File: src/rtl/ref_pacer_pkg.sv
package ref_pacer_pkg;

  // Strobes passed from control to datapath each cycle
  typedef struct packed {
    logic acceptRef;   // a refresh grant was taken this cycle
  } pacerStrobe_t;

endpackage

File: src/rtl/ref_pacer_dp.sv
module ref_pacer_dp
  import ref_pacer_pkg::*;
#(
  parameter int CntW = 16
) (
  input  logic            clk,
  input  logic            rstN,
  input  logic [CntW-1:0] intervalCycles,
  input  logic [CntW-1:0] recoveryCycles,
  input  pacerStrobe_t    strobe,
  output logic            tickDue,
  output logic            gapBusy
);

  localparam int WideW = CntW + 1;

  logic [CntW-1:0] tickCnt;
  logic [CntW-1:0] gapCnt;
  logic [WideW-1:0] tickNext;
  logic [CntW-1:0] gapLoad;

  // interval counter: the tick fires in the cycle that completes the interval
  assign tickNext = {1'b0, tickCnt} + WideW'(1);
  assign tickDue  = (tickNext >= {1'b0, intervalCycles});

  always_ff @(posedge clk or negedge rstN) begin
    if (!rstN) begin
      tickCnt <= '0;
    end else if (tickDue) begin
      tickCnt <= '0;
    end else begin
      tickCnt <= tickNext[CntW-1:0];
    end
  end

  // recovery window: at least one idle cycle, and no less than recoveryCycles
  assign gapLoad = (recoveryCycles < CntW'(2)) ? CntW'(1) : recoveryCycles - CntW'(1);
  assign gapBusy = (gapCnt != '0);

  always_ff @(posedge clk or negedge rstN) begin
    if (!rstN) begin
      gapCnt <= '0;
    end else if (strobe.acceptRef) begin
      gapCnt <= gapLoad;
    end else if (gapBusy) begin
      gapCnt <= gapCnt - CntW'(1);
    end
  end

endmodule

File: src/rtl/ref_pacer_ctrl.sv
module ref_pacer_ctrl
  import ref_pacer_pkg::*;
#(
  parameter int MaxPostpone = 8,
  parameter int PendW       = $clog2(MaxPostpone + 1)
) (
  input  logic             clk,
  input  logic             rstN,
  input  logic             grantPulse,
  input  logic             slowClock,
  input  logic             tickDue,
  input  logic             gapBusy,
  output pacerStrobe_t     strobe,
  output logic             refreshReq,
  output logic             refreshUrgent,
  output logic [PendW-1:0] pendingCount,
  output logic             prechargeReq,
  output logic             overflowErr
);

  localparam logic [PendW-1:0] PendMax = PendW'(MaxPostpone);

  logic accept;

  assign refreshReq       = (pendingCount != '0) && !gapBusy;
  assign accept           = grantPulse && refreshReq;
  assign strobe.acceptRef = accept;
  assign refreshUrgent    = (pendingCount >= PendMax);

  // backlog: tick adds, accepted grant removes, both together cancel
  always_ff @(posedge clk or negedge rstN) begin
    if (!rstN) begin
      pendingCount <= '0;
      overflowErr  <= 1'b0;
    end else begin
      if (tickDue && !accept) begin
        if (pendingCount >= PendMax) begin
          overflowErr <= 1'b1;
        end else begin
          pendingCount <= pendingCount + PendW'(1);
        end
      end else if (accept && !tickDue) begin
        pendingCount <= pendingCount - PendW'(1);
      end
    end
  end

  // precharge-all follow-up when the clock is slow
  always_ff @(posedge clk or negedge rstN) begin
    if (!rstN) begin
      prechargeReq <= 1'b0;
    end else begin
      prechargeReq <= accept && slowClock;
    end
  end

endmodule

File: src/rtl/ref_pacer.sv
module ref_pacer
  import ref_pacer_pkg::*;
#(
  parameter int CntW        = 16,
  parameter int MaxPostpone = 8,
  localparam int PendW      = $clog2(MaxPostpone + 1)
) (
  input  logic             clk,
  input  logic             rstN,
  input  logic             grantPulse,
  input  logic [CntW-1:0]  intervalCycles,
  input  logic [CntW-1:0]  recoveryCycles,
  input  logic             slowClock,
  output logic             refreshReq,
  output logic             refreshUrgent,
  output logic [PendW-1:0] pendingCount,
  output logic             prechargeReq,
  output logic             overflowErr
);

  pacerStrobe_t strobe;
  logic         tickDue;
  logic         gapBusy;

  ref_pacer_dp #(
    .CntW(CntW)
  ) u_dp (
    .clk           (clk),
    .rstN          (rstN),
    .intervalCycles(intervalCycles),
    .recoveryCycles(recoveryCycles),
    .strobe        (strobe),
    .tickDue       (tickDue),
    .gapBusy       (gapBusy)
  );

  ref_pacer_ctrl #(
    .MaxPostpone(MaxPostpone),
    .PendW      (PendW)
  ) u_ctrl (
    .clk          (clk),
    .rstN         (rstN),
    .grantPulse   (grantPulse),
    .slowClock    (slowClock),
    .tickDue      (tickDue),
    .gapBusy      (gapBusy),
    .strobe       (strobe),
    .refreshReq   (refreshReq),
    .refreshUrgent(refreshUrgent),
    .pendingCount (pendingCount),
    .prechargeReq (prechargeReq),
    .overflowErr  (overflowErr)
  );

endmodule

File: config.mk
export PLATFORM = sky130hd
export DESIGN_NAME = ref_pacer
export DESIGN_NICKNAME = d
export VERILOG_FILES = /design/src/rtl/ref_pacer_pkg.sv /design/src/rtl/ref_pacer_dp.sv /design/src/rtl/ref_pacer_ctrl.sv /design/src/rtl/ref_pacer.sv
export SDC_FILE = /design/constraint.sdc
export NUM_CORES = 1
export LEC_CHECK = 0
export CAP_MARGIN = 20
export CELL_PAD_IN_SITES_DETAIL_PLACEMENT = 1
export CELL_PAD_IN_SITES_GLOBAL_PLACEMENT = 2
export CORE_ASPECT_RATIO = 1.25
export CORE_MARGIN = 2
export CORE_UTILIZATION = 36
export CTS_BUF_LIST = sky130_fd_sc_hd__clkbuf_8
export CTS_CLUSTER_DIAMETER = 50
export DETAILED_ROUTE_END_ITERATION = 7
export PLACE_DENSITY_LB_ADDON = 0.1
export RECOVER_POWER = 25
export SLEW_MARGIN = 40
export SYNTH_ARGS = -nofsm -noshare
export SYNTH_HDL_FRONTEND = slang
export SYNTH_SLANG_ARGS = --single-unit
File: constraint.sdc
create_clock -name clk -period 11.26 [get_ports clk]
set_input_delay 2.252 -clock clk [delete_from_list [all_inputs] [get_ports clk]]
set_output_delay 2.252 -clock clk [all_outputs]
set_load 0.01 [all_outputs]
==> reports/metrics.cfg, run 1 <==
[status]
status = finished, violations left
violations = capacitance limit, slew limit

[routing]
viasPerCell = 5.14
antenna_left = 0
route.detailed.drc = 0
vias = 2250
drt_pre_antenna_iters = 4
wl_mm = 6.24
wire_per_inst_um = 14.3
drtIter0Drc = 41

[setup_path]
r2r_slack_ps = 6990
max_stage_delay_ps = 460
rr_endpoint = u_ctrl.pendingCount[3]
r2r-start = u_dp.tickCnt[0]
crit_arrival_ps = 5770
start_kind = primary input
cpMaxStageDelayCell = nand3_2
crit_chain = clkdlybuf4s50_1, inv_1, ha_1, and4b_1, nor3_1, o311ai_0, o21ai_0, nand3_2, nand2_1, ha_1, a21o_1, a21oi_1, nand2_1, or3_1, nand3_1
cp.required_ps = 11490
critPathMaxFanout = 21
worstRegToRegCells = 17
crit_path_end_kind = flip-flop
critPathKind = primary input to flip-flop

[global_routing]
antenna_found_initial = 0
top_usage_layer = met2
met1_usage = 0.185
grt_first_pass_wirelength_mm = 10.6
grt_max_degree = 39
use_met3 = 0.0333
grt_overflow = 0
grt_use_met2 = 0.327
grtUsageTotal = 0.170
grt_pass1_vias = 2365

[synthesis]
syn_nets = 359
yosysWarnings = 0
synth-seq-cells = 38
avgSynthCellArea_um2 = 8.90
syn_inst = 301
ys_seq_area_frac = 0.355
synthArstFlopShare = 1.00
syn_area_um2 = 2680
synth-edff-count = 0
synth_cell_types = 48
synthFlopType = dfrtp_1

[clocking]
numCtsBuffers = 5
root_buffer = clkbuf_8
cts-resized-gates = 0
cts_num_sinks = 38
postCtsSetupBuffers = 0
hold_buffers = 0
htreeDepth = 2
cts_tree = built
clk_pin_slew_ps = 70
cts_max_path_buffers = 2
clk_latency_ps = 290

[job]
cap_violations = 1

[place]
placed_area_um2 = 3200
hpwl_mm = 5.14
gp_congestion = 0.800
port_buffers = 43

[die]
io_pins = 44
rows = 35
initial_utilization = 0.366
die_w_um = 81.2
die_area_um2 = 8150
die_h_um = 100
coreArea_um2 = 7310

[timing]
maxSlewHeadroom = -0.361
hold_viol_final = 0
finalSetupViolations = 0
report.final.slew_viol_count = 39
fmax_mhz = 180
fin_worst_skew_ps = 5.03
rsz0062_at_grt = no
tightest_slew_ps = 2040
fin_tns_setup_ps = 0
fin_crit_sh = 0.492
period_needed_ps = 5540

[worst_hold_path]
holdCritStartpoint = u_ctrl.overflowErr
worstHoldPathType = flip-flop to flip-flop
holdPathEnd = u_ctrl.overflowErr
hold_depth = 1

[finish]
fin_nets = 403
fin_area_um2 = 3290
drive_gt1_frac = 0.0491
antennaDiodeCount = 0
syn2layout_area_growth_pct = 22.7

[power_and_ir_drop]
p_leak_nw = 1.40
ir_drop_v = 0.0000515
cellPowerDensity_nw_per_um2 = 124

[synthesized netlist by cell type, drive strengths merged (8+ instances only)]
library cell / number / area (µm²)
a21oi: 12 / 60.1
dfrtp: 38 / 951
ha: 21 / 263
inv: 21 / 78.8
nand2: 16 / 60.1
nand3: 13 / 65.1
nor2: 32 / 123
nor2b: 15 / 93.8
nor3: 17 / 85.1
o21ai: 8 / 40.0
xnor2: 22 / 193
xor2: 12 / 105
[worst max-delay path by stage]
stage / from / depth (start not counted) / end / slack, ps
after floorplan: intervalCycles[3] / 15 / u_ctrl.pendingCount[3] / 6410
after global placement: intervalCycles[3] / 15 / u_ctrl.pendingCount[3] / 5200
after detailed placement: intervalCycles[1] / 15 / u_ctrl.pendingCount[3] / 5080
after CTS: intervalCycles[3] / 15 / u_ctrl.pendingCount[3] / 5380
after global routing: intervalCycles[1] / 15 / u_ctrl.pendingCount[3] / 5490
final: intervalCycles[3] / 15 / u_ctrl.pendingCount[3] / 5720
[worst max-delay path: cells and delay by family]
kind	cells	cell delay (ps)
AOI/OAI and AO/OA	4	880
and+or+nand+nor	7	1570
buffers and inverters	2	490
adders and majority gates	2	560
[cell type report]
type / count / area [µm²]
Fill cell: 872 / 4030
Timing Repair Buffer: 43 / 424
Clock inverter: 2 / 8.76
Inverter: 21 / 78.8
Multi-Input combinational cell: 236 / 1630
Tap cell: 92 / 115
Sequential cell: 38 / 951
Clock buffer: 6 / 82.6
[power breakdown]
group,internal [W],leakage [nW],switching [W]
sequential,0.000165,0.460,0.0000298
combinational,0.0000626,0.886,0.0000542
clock,0.0000485,0.0524,0.0000481
[stage by stage]
| step | utilization | cells | hold WS [ps] | total power [W] | setup WS, ps |
|---|---|---|---|---|---|
| after floorplan | - | 301 | 477 | 0.000271 | 6410 |
| after global placement | 0.437 | 430 | 482 | 0.000311 | 5200 |
| after detailed placement | 0.437 | 430 | 471 | 0.000317 | 5080 |
| after CTS | 0.449 | 438 | 488 | 0.000414 | 5380 |
| after global routing | 0.450 | 438 | 506 | 0.000441 | 5490 |
| final | 0.450 | 438 | 486 | 0.000408 | 5720 |
[flip-flops by register name (all words and copies together), names as in the netlist]
signal and cells:
u_ctrl.overflowErr 1, u_dp.gapCnt 16, u_ctrl.pendingCount 4, u_dp.tickCnt 16, u_ctrl.prechargeReq 1
[per-layer routing]
metal,part of all wire,up-vias
li1,-,1137
met2,0.57,31
met3,0.030,6
met5,0,-
met4,0.011,0
met1,0.39,1076
[cell families after synthesis]
kind of cell / share of synthesized area
AOI/OAI and AO/OA: 0.0925
xor gates and xnor gates: 0.111
adders and majority gates: 0.106
buffers and inverters: 0.0392
DFF: 0.355
muxes: 0.0252
and+or+nand+nor: 0.271
[placed cells by master, fill, tap and decap left out, drive strengths merged, types with 2 or more instances in the layout]
cell	netlist	layout
clkdlybuf4s50	0	42
dfrtp	38	38
nor2	32	32
inv	21	22
xnor2	22	22
ha	21	21
nor3	17	17
nand2	16	16
nor2b	15	15
nand3	13	13
xor2	12	12
a21oi	12	12
o21ai	8	8
clkbuf	3	7
nand2b	6	6
or3	6	6
nor4	6	6
nand4	5	5
a211oi	4	4
nor3b	4	4
or4	4	4
a21o	3	3
mux2	3	3
mux2i	3	3
and4	2	2
and3	2	2
o311ai	2	2
o22ai	2	2
and2	2	2
Note: power is estimated with default switching activity, not from simulation.
==> run 2, diff against run 1 <==
--- a/config.mk
+++ b/config.mk
@@ -10,7 +10,7 @@
 export CELL_PAD_IN_SITES_GLOBAL_PLACEMENT = 2
 export CORE_ASPECT_RATIO = 1.25
 export CORE_MARGIN = 2
-export CORE_UTILIZATION = 36
+export CORE_UTILIZATION = 34
 export CTS_BUF_LIST = sky130_fd_sc_hd__clkbuf_8
 export CTS_CLUSTER_DIAMETER = 50
 export DETAILED_ROUTE_END_ITERATION = 7
==> constraint.sdc (replaced) <==
create_clock -name clk -period 5.8 [get_ports clk]
set_input_delay 1.16 -clock clk [delete_from_list [all_inputs] [get_ports clk]]
set_output_delay 1.16 -clock clk [all_outputs]
set_load 0.01 [all_outputs]
==> reports/metrics.cfg, run 2 (synthesis gave the netlist of run 1 again) <==
[status]
status = finished, violations left
violations = capacitance limit, slew limit

[setup_path]
rr_endpoint = u_ctrl.pendingCount[3]
r2r-start = u_dp.tickCnt[0]
worstRegToRegCells = 18  ; +1
crit_arrival_ps = 4340  ; -1430 ps
crit_chain = clkdlybuf4s50_1, inv_1, ha_1, and4b_1, nor3_1, o311ai_0, o21ai_0, nand3_1, buf_4, nand2_1, ha_1, a21o_1, a21oi_1, nand2_1, or3_1, nand3_1
max_stage_delay_ps = 450  ; about the same
cpMaxStageDelayCell = clkdlybuf4s50_1
crit_path_end_kind = flip-flop
worst-path-buf-inv = 3  ; +1
start_kind = primary input
r2r_slack_ps = 1730  ; -5260 ps
critPathKind = primary input to flip-flop
cp.required_ps = 6020  ; -5470 ps
critPathMaxFanout = 21  ; unchanged
cpLargestDelayFamily = simple AND/OR/NAND/NOR gates

[global_routing]
antenna_found_initial = 0  ; unchanged
grt_overflow = 0  ; unchanged
grt_max_degree = 39  ; unchanged
grt_pass1_vias = 2419  ; +2.3%
grt_first_pass_wirelength_mm = 11.2  ; +5.0%
grtUsageTotal = 0.162  ; -0.00815

[place]
port_buffers = 43  ; unchanged
pre_cts_ws_ps = 1320  ; -3760 ps
hpwl_mm = 5.27  ; +2.5%
gp_congestion = 0.764  ; -4.5%

[die]
die_h_um = 103  ; +2.8%
initial_utilization = 0.348  ; -0.0185
io_pins = 44  ; unchanged
die_area_um2 = 8610  ; +5.6%
coreArea_um2 = 7700  ; +5.3%
rows = 36  ; +2.9%
die_w_um = 83.4  ; +2.8%

[finish]
layout_common_cells = 42 x clkdlybuf4s50_1, 38 x dfrtp_1, 31 x nor2_1
fin_nets = 405  ; +0.50%
antennaDiodeCount = 0  ; unchanged
fill_cells = 927  ; +6.3%
final_common_cell = clkdlybuf4s50_1
syn2layout_area_growth_pct = 23.3
reg_top3 = u_dp.gapCnt x16, u_dp.tickCnt x16, u_ctrl.pendingCount x4
drive_gt1_frac = 0.0517  ; +0.00259

[clocking]
cts-resized-gates = 0  ; unchanged
postCtsSetupBuffers = 0  ; unchanged
clk_pin_slew_ps = 70  ; about the same
clk_latency_ps = 280  ; about the same
hold_buffers = 0  ; unchanged
cts_num_sinks = 38  ; unchanged
root_buffer = clkbuf_8
htreeDepth = 2  ; unchanged
cts_tree = built
cts_max_path_buffers = 2  ; unchanged
numCtsBuffers = 5  ; unchanged

[timing]
fin_crit_sh = 0.710
fin_worst_skew_ps = 3.88  ; -1.15 ps
hold_viol_final = 0  ; unchanged
fmax_mhz = 243
tightest_slew_ps = 2090  ; +47.5 ps
fin_ws_ps = 1680  ; -4040 ps
maxSlewHeadroom = -0.393  ; -0.0317
period_needed_ps = 4120
finalSetupViolations = 0  ; unchanged
report.final.slew_viol_count = 39  ; unchanged
fin_tns_setup_ps = 0  ; unchanged
rsz0062_at_grt = no

[worst_hold_path]
holdCritStartpoint = u_ctrl.overflowErr
worstHoldPathType = flip-flop to flip-flop
hold_depth = 1  ; unchanged
holdPathEnd = u_ctrl.overflowErr

[routing]
antenna_left = 0  ; unchanged
wire_per_inst_um = 14.5  ; +2.1%
wl_mm = 6.45  ; +3.2%
viasPerCell = 5.17  ; +0.59%
drt_pre_antenna_iters = 2  ; -2
drtIter0Drc = 38  ; -7.3%
vias = 2289  ; +1.7%
route.detailed.drc = 0  ; unchanged

[power_and_ir_drop]
share_seq_of_total_power = 0.478  ; about the same
ir_drop_v = 0.0000864  ; +68%
clkPwrFrac = 0.236  ; about the same
power.internal_w = 0.000535  ; +94%
p_leak_nw = 1.40  ; +0.27%
p_switching_w = 0.000253  ; +92%
pwr-share-comb = 0.286  ; about the same
total_power_w = 0.000789  ; +93%
switching_share = 0.321  ; -0.00240
cellPowerDensity_nw_per_um2 = 239  ; +93%

[job]
cap_violations = 1  ; unchanged

run 2: changes by cell type in the layout (fill, tap and decap cells not counted), sizes merged:
cell / delta
buf: +2
run 2: layout make-up:
type	instances	area, µm²	area share
sequential	38	951	0.288
clock inverter	2	8.76	0.00265
timing repair buffer	45	439	0.133
inverter	21	78.8	0.0239
multi-input combinational	236	1620	0.491
clock buffer	6	82.6	0.0250
tap	95	119	0.0360
run 2: power by group through the flow:
stage / clock network [W] / logic [W] / registers (W)
2_1_floorplan: 0 / 0.000156 / 0.000371
3_3_place_gp: 0 / 0.000226 / 0.000380
3_5_place_dp: 0 / 0.000232 / 0.000382
4_1_cts: 0.000195 / 0.000234 / 0.000377
5_1_grt: 0.000207 / 0.000263 / 0.000388
6_report: 0.000186 / 0.000226 / 0.000377
run 2: worst max-delay path by stage:
stage | from | slack, ps | end | cells after the start
CTS | intervalCycles[3] | 1630 | u_ctrl.pendingCount[3] | 16
global route | u_dp.tickCnt[0] | 1210 | u_ctrl.pendingCount[3] | 18
global placement | intervalCycles[3] | 1440 | u_ctrl.pendingCount[3] | 16
finish | intervalCycles[3] | 1680 | u_ctrl.pendingCount[3] | 16
detailed placement | intervalCycles[3] | 1320 | u_ctrl.pendingCount[3] | 16
floorplan | intervalCycles[3] | 2040 | u_ctrl.pendingCount[3] | 15
run 2: per-stage QoR:
| step | util | hold slack (ps) | cells | cell area (µm²) |
|---|---|---|---|---|
| after floorplan | - | 477 | 301 | 2680 |
| after detailed placement | 0.417 | 469 | 435 | 3210 |
| after global placement | 0.417 | 485 | 435 | 3210 |
| after CTS | 0.429 | 485 | 443 | 3310 |
| final | 0.429 | 479 | 443 | 3300 |
| after global routing | 0.429 | 530 | 443 | 3300 |
run 2: layer usage:
layer  routed length, µm  track usage  share of wire  up-vias
li1                    -            -              -     1139
met1                2470        0.167           0.38     1114
met2                3750        0.337           0.58       34
met3                 175       0.0278          0.027        2
met4                  42       0.0378         0.0065        0
met5                   0            0              0        -
